## src/rtl/spi_bridge_pkg.sv

```systemverilog
package spi_bridge_pkg;
    localparam int SPI_FRAME_BITS = 24;
    localparam int SPI_ADDR_W     = 10;
    localparam int SPI_DATA_W     = 8;
    localparam int SPI_GAP_BITS   = 5;
    localparam int SPI_MAX_PKTS   = 8;
    localparam int SPI_SYNC_DEPTH = 2;
endpackage

```

## src/rtl/spi_sync_chain.sv

```systemverilog
module spi_sync_chain #(
    parameter int              WIDTH   = 3,
    parameter int              STAGES  = 2,
    parameter logic [WIDTH-1:0] RST_VAL = '0
) (
    input  logic             clk,
    input  logic             rst_n,
    input  logic [WIDTH-1:0] async_i,
    output logic [WIDTH-1:0] sync_o
);
    logic [WIDTH-1:0] chain_q [STAGES];
    logic [WIDTH-1:0] chain_d [STAGES];

    always_comb begin
        chain_d[0] = async_i;
    end

    for (genvar s = 1; s < STAGES; s++) begin : g_stage
        always_comb begin
            chain_d[s] = chain_q[s-1];
        end
    end

    always_ff @(posedge clk or negedge rst_n) begin
        if (!rst_n) begin
            for (int s = 0; s < STAGES; s++) chain_q[s] <= RST_VAL;
        end else begin
            for (int s = 0; s < STAGES; s++) chain_q[s] <= chain_d[s];
        end
    end

    assign sync_o = chain_q[STAGES-1];
endmodule

```

## src/rtl/spi_edge_det.sv

```systemverilog
module spi_edge_det (
    input  logic clk,
    input  logic rst_n,
    input  logic level_i,
    output logic rise_o,
    output logic fall_o
);
    logic prev_q, prev_d;

    always_comb begin
        prev_d = level_i;
    end

    always_ff @(posedge clk or negedge rst_n) begin
        if (!rst_n) prev_q <= 1'b0;
        else        prev_q <= prev_d;
    end

    assign rise_o = level_i & ~prev_q;
    assign fall_o = ~level_i & prev_q;
endmodule

```

## src/rtl/spi_frame_engine.sv

```systemverilog
module spi_frame_engine #(
    parameter int FRAME_BITS = 24,
    parameter int ADDR_W     = 10,
    parameter int DATA_W     = 8,
    parameter int GAP_BITS   = 5,
    parameter int MAX_PKTS   = 8
) (
    input  logic              clk,
    input  logic              rst_n,
    input  logic              sclk_rise_i,
    input  logic              sclk_fall_i,
    input  logic              cs_idle_i,
    input  logic              mosi_i,
    input  logic [DATA_W-1:0] bus_rdata_i,
    output logic [ADDR_W-1:0] bus_addr_o,
    output logic [DATA_W-1:0] bus_wdata_o,
    output logic              bus_we_o,
    output logic              bus_re_o,
    output logic              miso_o
);
    localparam int CNT_W     = $clog2(FRAME_BITS);
    localparam int PKT_W     = $clog2(MAX_PKTS + 1);
    localparam int DATA_POS  = 1 + ADDR_W + GAP_BITS;
    localparam int LAST_POS  = FRAME_BITS - 1;
    localparam int KEEP_W    = ADDR_W + DATA_W;

    typedef struct packed {
        logic [CNT_W-1:0]   cnt;
        logic [PKT_W-1:0]   pkt;
        logic               rd_mode;
        logic [KEEP_W-2:0]  sh;
        logic [ADDR_W-1:0]  addr;
        logic [DATA_W-1:0]  wdata;
        logic               we;
        logic               re;
        logic               cap;
        logic [DATA_W-1:0]  rbuf;
        logic [DATA_W-1:0]  tx;
        logic               miso;
    } eng_state_t;

    eng_state_t q, d;
    logic [KEEP_W-1:0] word;
    logic              keep_bit;

    always_comb begin
        d      = q;
        d.we   = 1'b0;
        d.re   = 1'b0;
        d.cap  = q.re;
        word   = {q.sh, mosi_i};
        keep_bit = ((q.cnt >= CNT_W'(1)) && (q.cnt <= CNT_W'(ADDR_W))) ||
                   (q.cnt >= CNT_W'(DATA_POS));
        if (q.cap) d.rbuf = bus_rdata_i;

        if (cs_idle_i) begin
            d.cnt     = '0;
            d.pkt     = '0;
            d.rd_mode = 1'b0;
            d.tx      = '0;
            d.miso    = 1'b0;
        end else begin
            if (sclk_fall_i) begin
                if (keep_bit) d.sh = word[KEEP_W-2:0];
                if (q.cnt == '0 && q.pkt == '0) d.rd_mode = ~mosi_i;
                if (q.rd_mode && q.cnt == CNT_W'(ADDR_W)) begin
                    d.addr = word[ADDR_W-1:0];
                    d.re   = 1'b1;
                end
                if (q.cnt == CNT_W'(LAST_POS)) begin
                    if (q.rd_mode) begin
                        d.cnt = CNT_W'(DATA_POS);
                    end else begin
                        d.cnt = '0;
                        if (q.pkt < PKT_W'(MAX_PKTS)) begin
                            d.we    = 1'b1;
                            d.addr  = word[KEEP_W-1:DATA_W];
                            d.wdata = word[DATA_W-1:0];
                            d.pkt   = q.pkt + 1'b1;
                        end
                    end
                end else begin
                    d.cnt = q.cnt + 1'b1;
                end
            end
            if (sclk_rise_i) begin
                if (q.rd_mode && q.cnt == CNT_W'(DATA_POS)) begin
                    d.tx   = q.rbuf;
                    d.addr = q.addr + 1'b1;
                    d.re   = 1'b1;
                end else begin
                    d.tx = {q.tx[DATA_W-2:0], 1'b0};
                end
                d.miso = d.tx[DATA_W-1];
            end
        end
    end

    always_ff @(posedge clk or negedge rst_n) begin
        if (!rst_n) q <= '0;
        else        q <= d;
    end

    assign bus_addr_o  = q.addr;
    assign bus_wdata_o = q.wdata;
    assign bus_we_o    = q.we;
    assign bus_re_o    = q.re;
    assign miso_o      = q.miso;

    // bit position never leaves the frame
    p_cnt_range_r1: assert property (@(posedge clk) disable iff (!rst_n)
        q.cnt <= CNT_W'(LAST_POS));

    // write strobe lasts one cycle
    p_we_pulse_r2: assert property (@(posedge clk) disable iff (!rst_n)
        q.we |=> !q.we);

    // serial output moves only after a rising edge or a deselect
    p_miso_on_rise_r4: assert property (@(posedge clk) disable iff (!rst_n)
        (q.miso != $past(q.miso)) |-> $past(sclk_rise_i || cs_idle_i));

    // deselect silences output and strobes
    p_idle_quiet_r5: assert property (@(posedge clk) disable iff (!rst_n)
        cs_idle_i |=> (!q.miso && !q.we && !q.re));

    // committed packets stay within the burst limit
    p_pkt_cap_r6: assert property (@(posedge clk) disable iff (!rst_n)
        q.we |-> (q.pkt != '0 && q.pkt <= PKT_W'(MAX_PKTS)));

    // no write strobe in a read selection
    p_no_write_in_read_r10: assert property (@(posedge clk) disable iff (!rst_n)
        q.we |-> !q.rd_mode);

    // read and write strobes never coincide
    p_strobe_excl_r3: assert property (@(posedge clk) disable iff (!rst_n)
        !(q.we && q.re));
endmodule

```

## src/rtl/spi_reg_bridge.sv

```systemverilog
module spi_reg_bridge
    import spi_bridge_pkg::*;
#(
    parameter int FRAME_BITS  = SPI_FRAME_BITS,
    parameter int ADDR_W      = SPI_ADDR_W,
    parameter int DATA_W      = SPI_DATA_W,
    parameter int GAP_BITS    = SPI_GAP_BITS,
    parameter int MAX_PKTS    = SPI_MAX_PKTS,
    parameter int SYNC_STAGES = SPI_SYNC_DEPTH
) (
    input  logic              clk,
    input  logic              rst_n,
    input  logic              sclk_i,
    input  logic              cs_n_i,
    input  logic              mosi_i,
    output logic              miso_o,
    output logic              miso_oe_o,
    output logic [ADDR_W-1:0] bus_addr_o,
    output logic [DATA_W-1:0] bus_wdata_o,
    output logic              bus_we_o,
    output logic              bus_re_o,
    input  logic [DATA_W-1:0] bus_rdata_i
);
    localparam int          PIN_CNT  = 3;
    localparam logic [PIN_CNT-1:0] PIN_RST = 3'b010;

    logic [PIN_CNT-1:0] pins_raw;
    logic [PIN_CNT-1:0] pins_sync;
    logic               sclk_rise;
    logic               sclk_fall;

    assign pins_raw = {mosi_i, cs_n_i, sclk_i};

    spi_sync_chain #(
        .WIDTH   (PIN_CNT),
        .STAGES  (SYNC_STAGES),
        .RST_VAL (PIN_RST)
    ) u_sync (
        .clk     (clk),
        .rst_n   (rst_n),
        .async_i (pins_raw),
        .sync_o  (pins_sync)
    );

    spi_edge_det u_sclk_edge (
        .clk     (clk),
        .rst_n   (rst_n),
        .level_i (pins_sync[0]),
        .rise_o  (sclk_rise),
        .fall_o  (sclk_fall)
    );

    spi_frame_engine #(
        .FRAME_BITS (FRAME_BITS),
        .ADDR_W     (ADDR_W),
        .DATA_W     (DATA_W),
        .GAP_BITS   (GAP_BITS),
        .MAX_PKTS   (MAX_PKTS)
    ) u_engine (
        .clk         (clk),
        .rst_n       (rst_n),
        .sclk_rise_i (sclk_rise),
        .sclk_fall_i (sclk_fall),
        .cs_idle_i   (pins_sync[1]),
        .mosi_i      (pins_sync[2]),
        .bus_rdata_i (bus_rdata_i),
        .bus_addr_o  (bus_addr_o),
        .bus_wdata_o (bus_wdata_o),
        .bus_we_o    (bus_we_o),
        .bus_re_o    (bus_re_o),
        .miso_o      (miso_o)
    );

    assign miso_oe_o = ~cs_n_i;
endmodule

```

## config.mk

```make
export PLATFORM = sky130hd
export DESIGN_NAME = spi_reg_bridge
export DESIGN_NICKNAME = d
export VERILOG_FILES = /design/src/rtl/spi_bridge_pkg.sv /design/src/rtl/spi_sync_chain.sv /design/src/rtl/spi_edge_det.sv /design/src/rtl/spi_frame_engine.sv /design/src/rtl/spi_reg_bridge.sv
export SDC_FILE = /design/constraint.sdc
export NUM_CORES = 1
export LEC_CHECK = 0
export BUFFER_PORTS_ARGS = -buffer_cell sky130_fd_sc_hd__buf_2
export CAP_MARGIN = 20
export CORE_MARGIN = 2
export CORE_UTILIZATION = 40
export DETAILED_ROUTE_END_ITERATION = 12
export PLACE_DENSITY = 0.55
export SYNTH_ARGS = -nofsm -noshare
export SYNTH_HDL_FRONTEND = slang
export SYNTH_SLANG_ARGS = --single-unit
```

## constraint.sdc

```tcl
create_clock -name clk -period 2.8 [get_ports clk]
set_input_delay 0.42 -clock clk [delete_from_list [all_inputs] [get_ports clk]]
set_output_delay 0.42 -clock clk [all_outputs]
set_load 0.05 [all_outputs]
```

# Word level (Yosys, flattened, before mapping)
# Cells that the tools add are included.
[word_totals] reg_bits=71 latchBits=0 ramBits=0 mem_bits_ro=0 input_bits=13 output_inout_bits=22 wordCells=72 n_memories=0
[op_classes] add_sub_neg=3 n_mul=0 div=0 order_cmp=4 n_eq_ne=4 n_shift=0 n_mux=22 bitwise=8 reduce_logical=16
[op_table] op="19-bit 2-to-1 mux" count=3
[op_table] op="47-bit 2-to-1 mux" count=1
[op_table] op="10-bit 2-to-1 mux" count=4
[op_table] op="8-bit 2-to-1 mux" count=3
[op_table] op="17-bit 2-to-1 mux" count=1
[op_table] op="4-bit 2-to-1 mux" count=3
[op_table] op="10-bit by 1-bit adder with 10-bit output (second input constant)" count=1
[op_table] op="5-bit == test (second input constant)" count=2
[op_table] op="5-bit 2-to-1 mux" count=2
[op_table] op="2-bit nonzero test" count=5
[op_table] op="1-bit inverter" count=6
[op_table] op="5-bit by 1-bit adder with 5-bit output (second input constant)" count=1
[op_table] op="5-bit by 4-bit == test with 1-bit output (second input constant)" count=1
[op_table] op="5-bit by 1-bit >= comparator with 1-bit output (second input constant)" count=1
[op_table] op="5-bit >= comparator (second input constant)" count=1
[op_table] op="5-bit by 4-bit less-or-equal comparator with 1-bit output (second input constant)" count=1
[op_table] op="5-bit zero test" count=1
[op_table] op="5-bit AND reduction" count=1
[op_table] op="4-bit by 1-bit adder with 4-bit output (second input constant)" count=1
[op_table] op="1-bit logical AND" count=4
[op_table] op="4-bit zero test" count=1
[op_table] op="4-bit less-than comparator (second input constant)" count=1
[op_table] op="1-bit 2-to-1 mux" count=4
[op_table] op="4-bit AND reduction" count=1
[op_table] op="other kinds (6)" count=7

# Depth between registers and ports, before layout
[logic_depth] depth_word=10 ltp_mapped=8 depth_no_buf=7

# By module
# A second synthesis with hierarchy kept.
[unflattened] hier_cells=300 hier_area_um2=3379.5
[by_module_without_submodules] module="spi_frame_engine" n_inst=1 cells_each=290 area_each_um2=3183.1 seq_area_each_um2=1601.5
[by_module_without_submodules] module="spi_sync_chain" n_inst=1 cells_each=6 area_each_um2=152.6 seq_area_each_um2=152.6
[by_module_without_submodules] module="spi_edge_det" n_inst=1 cells_each=3 area_each_um2=40.0 seq_area_each_um2=25.0
[by_module_without_submodules] module="spi_reg_bridge" n_inst=1 cells_each=1 area_each_um2=3.8 seq_area_each_um2=0.0

# Least setup slack after synthesis
# No wires, ideal clock.
[synth_path] path_kind="reg-to-reg" start="register u_engine.q[60] in the netlist's numbering" end="register u_engine.q, in the netlist u_engine.bus_addr_o[3]" t_arrival_ns=1.750 slack_ns=0.922 path_stages_with_launch=9 path_buffers=2 synth_period_minus_slack_ns=1.878 cell_sequence="dfrtp_1 ha_1 nand4b_4 or3_1 buf_6 buf_8 o31a_1 o221ai_2 nand3_2"
[synth_between] elab_chain_len=9 word_cells_on_any_way=12 classes_between="eq/ne: 3; mux: 7; reduce/logical: 2"
[synth_rtl] item="start, declared" line_no="spi_frame_engine.sv:42" rtl="eng_state_t q, d;"
[synth_rtl] item="start signal, assigned" line_no="spi_frame_engine.sv:100" rtl="if (!rst_n) q <= '0;"
[synth_rtl] item="start signal, assigned" line_no="spi_frame_engine.sv:101" rtl="else q <= d;"
[synth_rtl] item="5-bit by 4-bit == test with 1-bit output" line_no="spi_frame_engine.sv:66" rtl="if (q.rd_mode && q.cnt == CNT_W'(ADDR_W)) begin"
[synth_rtl] item="1-bit logical AND" line_no="spi_frame_engine.sv:66"
[synth_rtl] item="10-bit 2-to-1 mux" line_no="spi_frame_engine.sv:66"
[synth_rtl] item="19-bit 2-to-1 mux" line_no="spi_frame_engine.sv:75" rtl="if (q.pkt < PKT_W'(MAX_PKTS)) begin"
[synth_rtl] item="19-bit 2-to-1 mux" line_no="spi_frame_engine.sv:71" rtl="if (q.rd_mode) begin"
[synth_rtl] item="19-bit 2-to-1 mux" line_no="spi_frame_engine.sv:70" rtl="if (q.cnt == CNT_W'(LAST_POS)) begin"
[synth_rtl] item="47-bit 2-to-1 mux" line_no="spi_frame_engine.sv:63" rtl="if (sclk_fall_i) begin"
[synth_rtl] item="10-bit 2-to-1 mux" line_no="spi_frame_engine.sv:87" rtl="if (q.rd_mode && q.cnt == CNT_W'(DATA_POS)) begin"
[synth_rtl] item="10-bit 2-to-1 mux *" line_no="spi_frame_engine.sv:86" rtl="if (sclk_rise_i) begin"
# Mark *: on every way between the ends. The rest lies on a longest branch, timed or not. The select of a mux whose other input is x is not followed.
# A chain may end at the register's enable or synchronous reset.

# Worst setup path in the final report
[layout_path] start="register u_engine.q[60] in the netlist's numbering" end="register u_engine.q, in the netlist u_engine.bus_addr_o[2]"
# Same word-level chain as after synthesis.

==> run metrics <==
status completed; number of detailed-route iterations in the first pass 4; CP Capture Type register; Cells after Synth 314; Initial Util 0.408; largest net degree at the start of global routing 72; Final Cell Area 0.00381 mm2; GRT overflow 0; sequential area share after synthesis 0.505; PnR worst setup slack 0.568 ns; WS Path Type reg -> reg; RD Place Congestion 0.799; PwrDens 536 mW/mm2; top_reg_cell synth dfrtp_1; Setup crit start kind register; clock share of power 0.403; HP Class in -> reg; post-synth cell types 66; # IOs 35; worst path arrival time 2.48 ns; global-route wire length before repair 11600 um; Worst-Skew Late Latency 0.35 ns; RSZ-0062 raised after global routing no; NumNets Final 347; max capacitance violation total 0; Fill cells 838; Gate power share 0.058; CP delay by family, top simple AND/OR/NAND/NOR gates; routed vias/inst 5.27; Avg Inst Size Synth 11.2 um2; Routed Antenna Nets 0; sequential power share 0.540; GRT Overall Usage 0.152; Critical Path RT 3.04 ns; EDFF count, synth 0; worst path cell trace ha_1, nand4b_4, or3_1, a21oi_2, a211oi_1, a311oi_1; CP Buf/Inv Count 0; Final setup viols 0; maximum clock frequency 448 MHz; Core Area 0.00864 mm2; vias in the first global route 2273; Hold Vio Cnt, Final 0; synthesized area 0.00352 mm2; Syn Nets 333; PostCTS Resize Cnt 0; commonest non-fill, non-tap cells in the layout dfrtp_1, buf_2, nand2_1; post-DP HPWL 4570 um; Worst path slowest cell or3_1; die area 0.00957 mm2; row count 34; layout cells sized above 1 0.276; clock sink total 71; CTS tree built; Cell Area, Placed 0.00362 mm2; switch share 0.248; average routed wire per standard cell 15.2 um; Post-route DRC 0; Crit Path Max Fanout 14; M1 WL 3440 um; Fin Clk Skew 0.0108 ns; final wirelength 6710 um; Highest Signal Layer met4; hold_buf cts 0; initial antenna violation count 0; die width 97.8 um; Post-CTS Setup Repair Bufs 0; routed vias 2326; Slew headroom 0.421; Int Pwr 0.00154 W; initial DRC count 148; final setup TNS 0 ns; clock tree root buffer cell clkbuf_8; register area 0.00178 mm2; total net switching power 0.000507 W; max incr delay on CP 0.60 ns; die span in y 97.8 um; LEAKAGE 1.84 nW; Ys Warns 0; period utilization 0.797; dpl ws 0.609 ns; maximum VDD drop 0.225 mV; most common cell after layout, fill and taps aside dfrtp_1; DR WL met2 2940 um; Least-Margin Pin Slew 0.869 ns; WL met3 247 um; max-slew violation count 0; maximum clock insertion buffer count 2; Port Buf Inserts 34; TritonCTS buffer count 9; H-tree Lvls 3; Final min period 2.23 ns; asr flop ratio synth 1.00; Antenna Cells 0; FF+latch count, synth 71; area growth from synthesis to layout 8.28%; Worst-path clk slew 0.07 ns; Multi-input gate area 0.00145 mm2
stage by stage:
stage / cells / utilization / hold slack [ns] / power (W)
finish: 441 / 0.442 / 0.183 / 0.00204
global route: 441 / 0.442 / 0.162 / 0.00215
CTS: 441 / 0.442 / 0.165 / 0.00207
detailed placement: 425 / 0.419 / 0.336 / 0.00124
global placement: 425 / 0.419 / 0.334 / 0.00124
floorplan: 314 / - / 0.124 / 0.00119
flip-flops by register name, indices dropped and copies added (netlist names):
signal,count
u_engine.bus_addr_o,10
u_engine.bus_re_o,1
u_engine.bus_wdata_o,8
u_engine.bus_we_o,1
u_engine.miso_o,1
u_engine.q,43
u_sclk_edge.prev_q,1
u_sync.chain_d,3
u_sync.sync_o,3
final cells by class:
class / count / area share
repair buffers: 40 / 0.0571
multi-input cells: 197 / 0.380
clock buffers: 11 / 0.0371
well taps: 108 / 0.0354
flip-flops and latches: 71 / 0.467
inverters: 9 / 0.00886
clock inverters: 5 / 0.0148
power groups by stage:
stage                     Sequential, W  Clock [W]  Combinational, W
after floorplan                 0.00110          0         0.0000833
after global placement          0.00112          0          0.000120
after detailed placement        0.00112          0          0.000121
after CTS                       0.00110   0.000850          0.000121
after global routing            0.00111   0.000906          0.000134
final                           0.00110   0.000824          0.000118
synthesized netlist by cell type, types with 4 or more instances:
master / instances / area [um2]
a21oi_1: 9 / 45.0
a311oi_1: 9 / 78.8
buf_1: 4 / 15.0
buf_4: 20 / 150
buf_6: 4 / 45.0
clkbuf_1: 5 / 18.8
dfrtp_1: 69 / 1730
ha_1: 6 / 75.1
inv_1: 9 / 33.8
mux2_1: 9 / 101
mux2_2: 21 / 236
mux2i_1: 4 / 40.0
nand2_1: 23 / 86.3
nand3_1: 16 / 80.1
nor2_1: 21 / 78.8
nor3_1: 6 / 30.0
o21ai_0: 8 / 40.0
logic make-up (layout without fill, tap and decap cells):
logic type      Yosys count  in the layout  synth area share
buf+inv                  46             65            0.0831
mux                      34             34             0.107
simple gates             98             98             0.155
xor+xnor                  3              3           0.00746
fa+ha+maj                 6              6            0.0213
flops                    71             71             0.505
compound gates           56             56             0.121
worst paths after layout:
| kind | depth (start not counted) | slack (ns) | startpoint | endpoint |
|---|---|---|---|---|
| setup / recovery | 6 | 0.57 | u_engine.q[60] | u_engine.bus_addr_o[2] |
| hold / removal | 1 | 0.18 | mosi_i | u_sync.chain_d[2] |
| setup reg to reg | 6 | 0.57 | u_engine.q[60] | u_engine.bus_addr_o[2] |
| hold reg to reg | 0 | 0.35 | u_sync.chain_d[0] | u_sync.sync_o[0] |
| max in group asynchronous | 1 | 2.05 | rst_n | u_sync.chain_d[0] |
| min in group asynchronous | 1 | 0.19 | rst_n | u_engine.bus_addr_o[4] |
metal layers:
layer	global-route usage	vias up
met5	0	-
met4	0.0609	0
met3	0.0372	8
met2	0.210	39
met1	0.228	1136
li1	-	1143
worst register-to-register path, stage by stage, from the launching register on:
cell and delay [ns]:
dfrtp_1 0.47, ha_1 0.29, nand4b_4 0.15, or3_1 0.60
a21oi_2 0.32, a211oi_1 0.08, a311oi_1 0.23
Power figures use the tool's default switching activity.
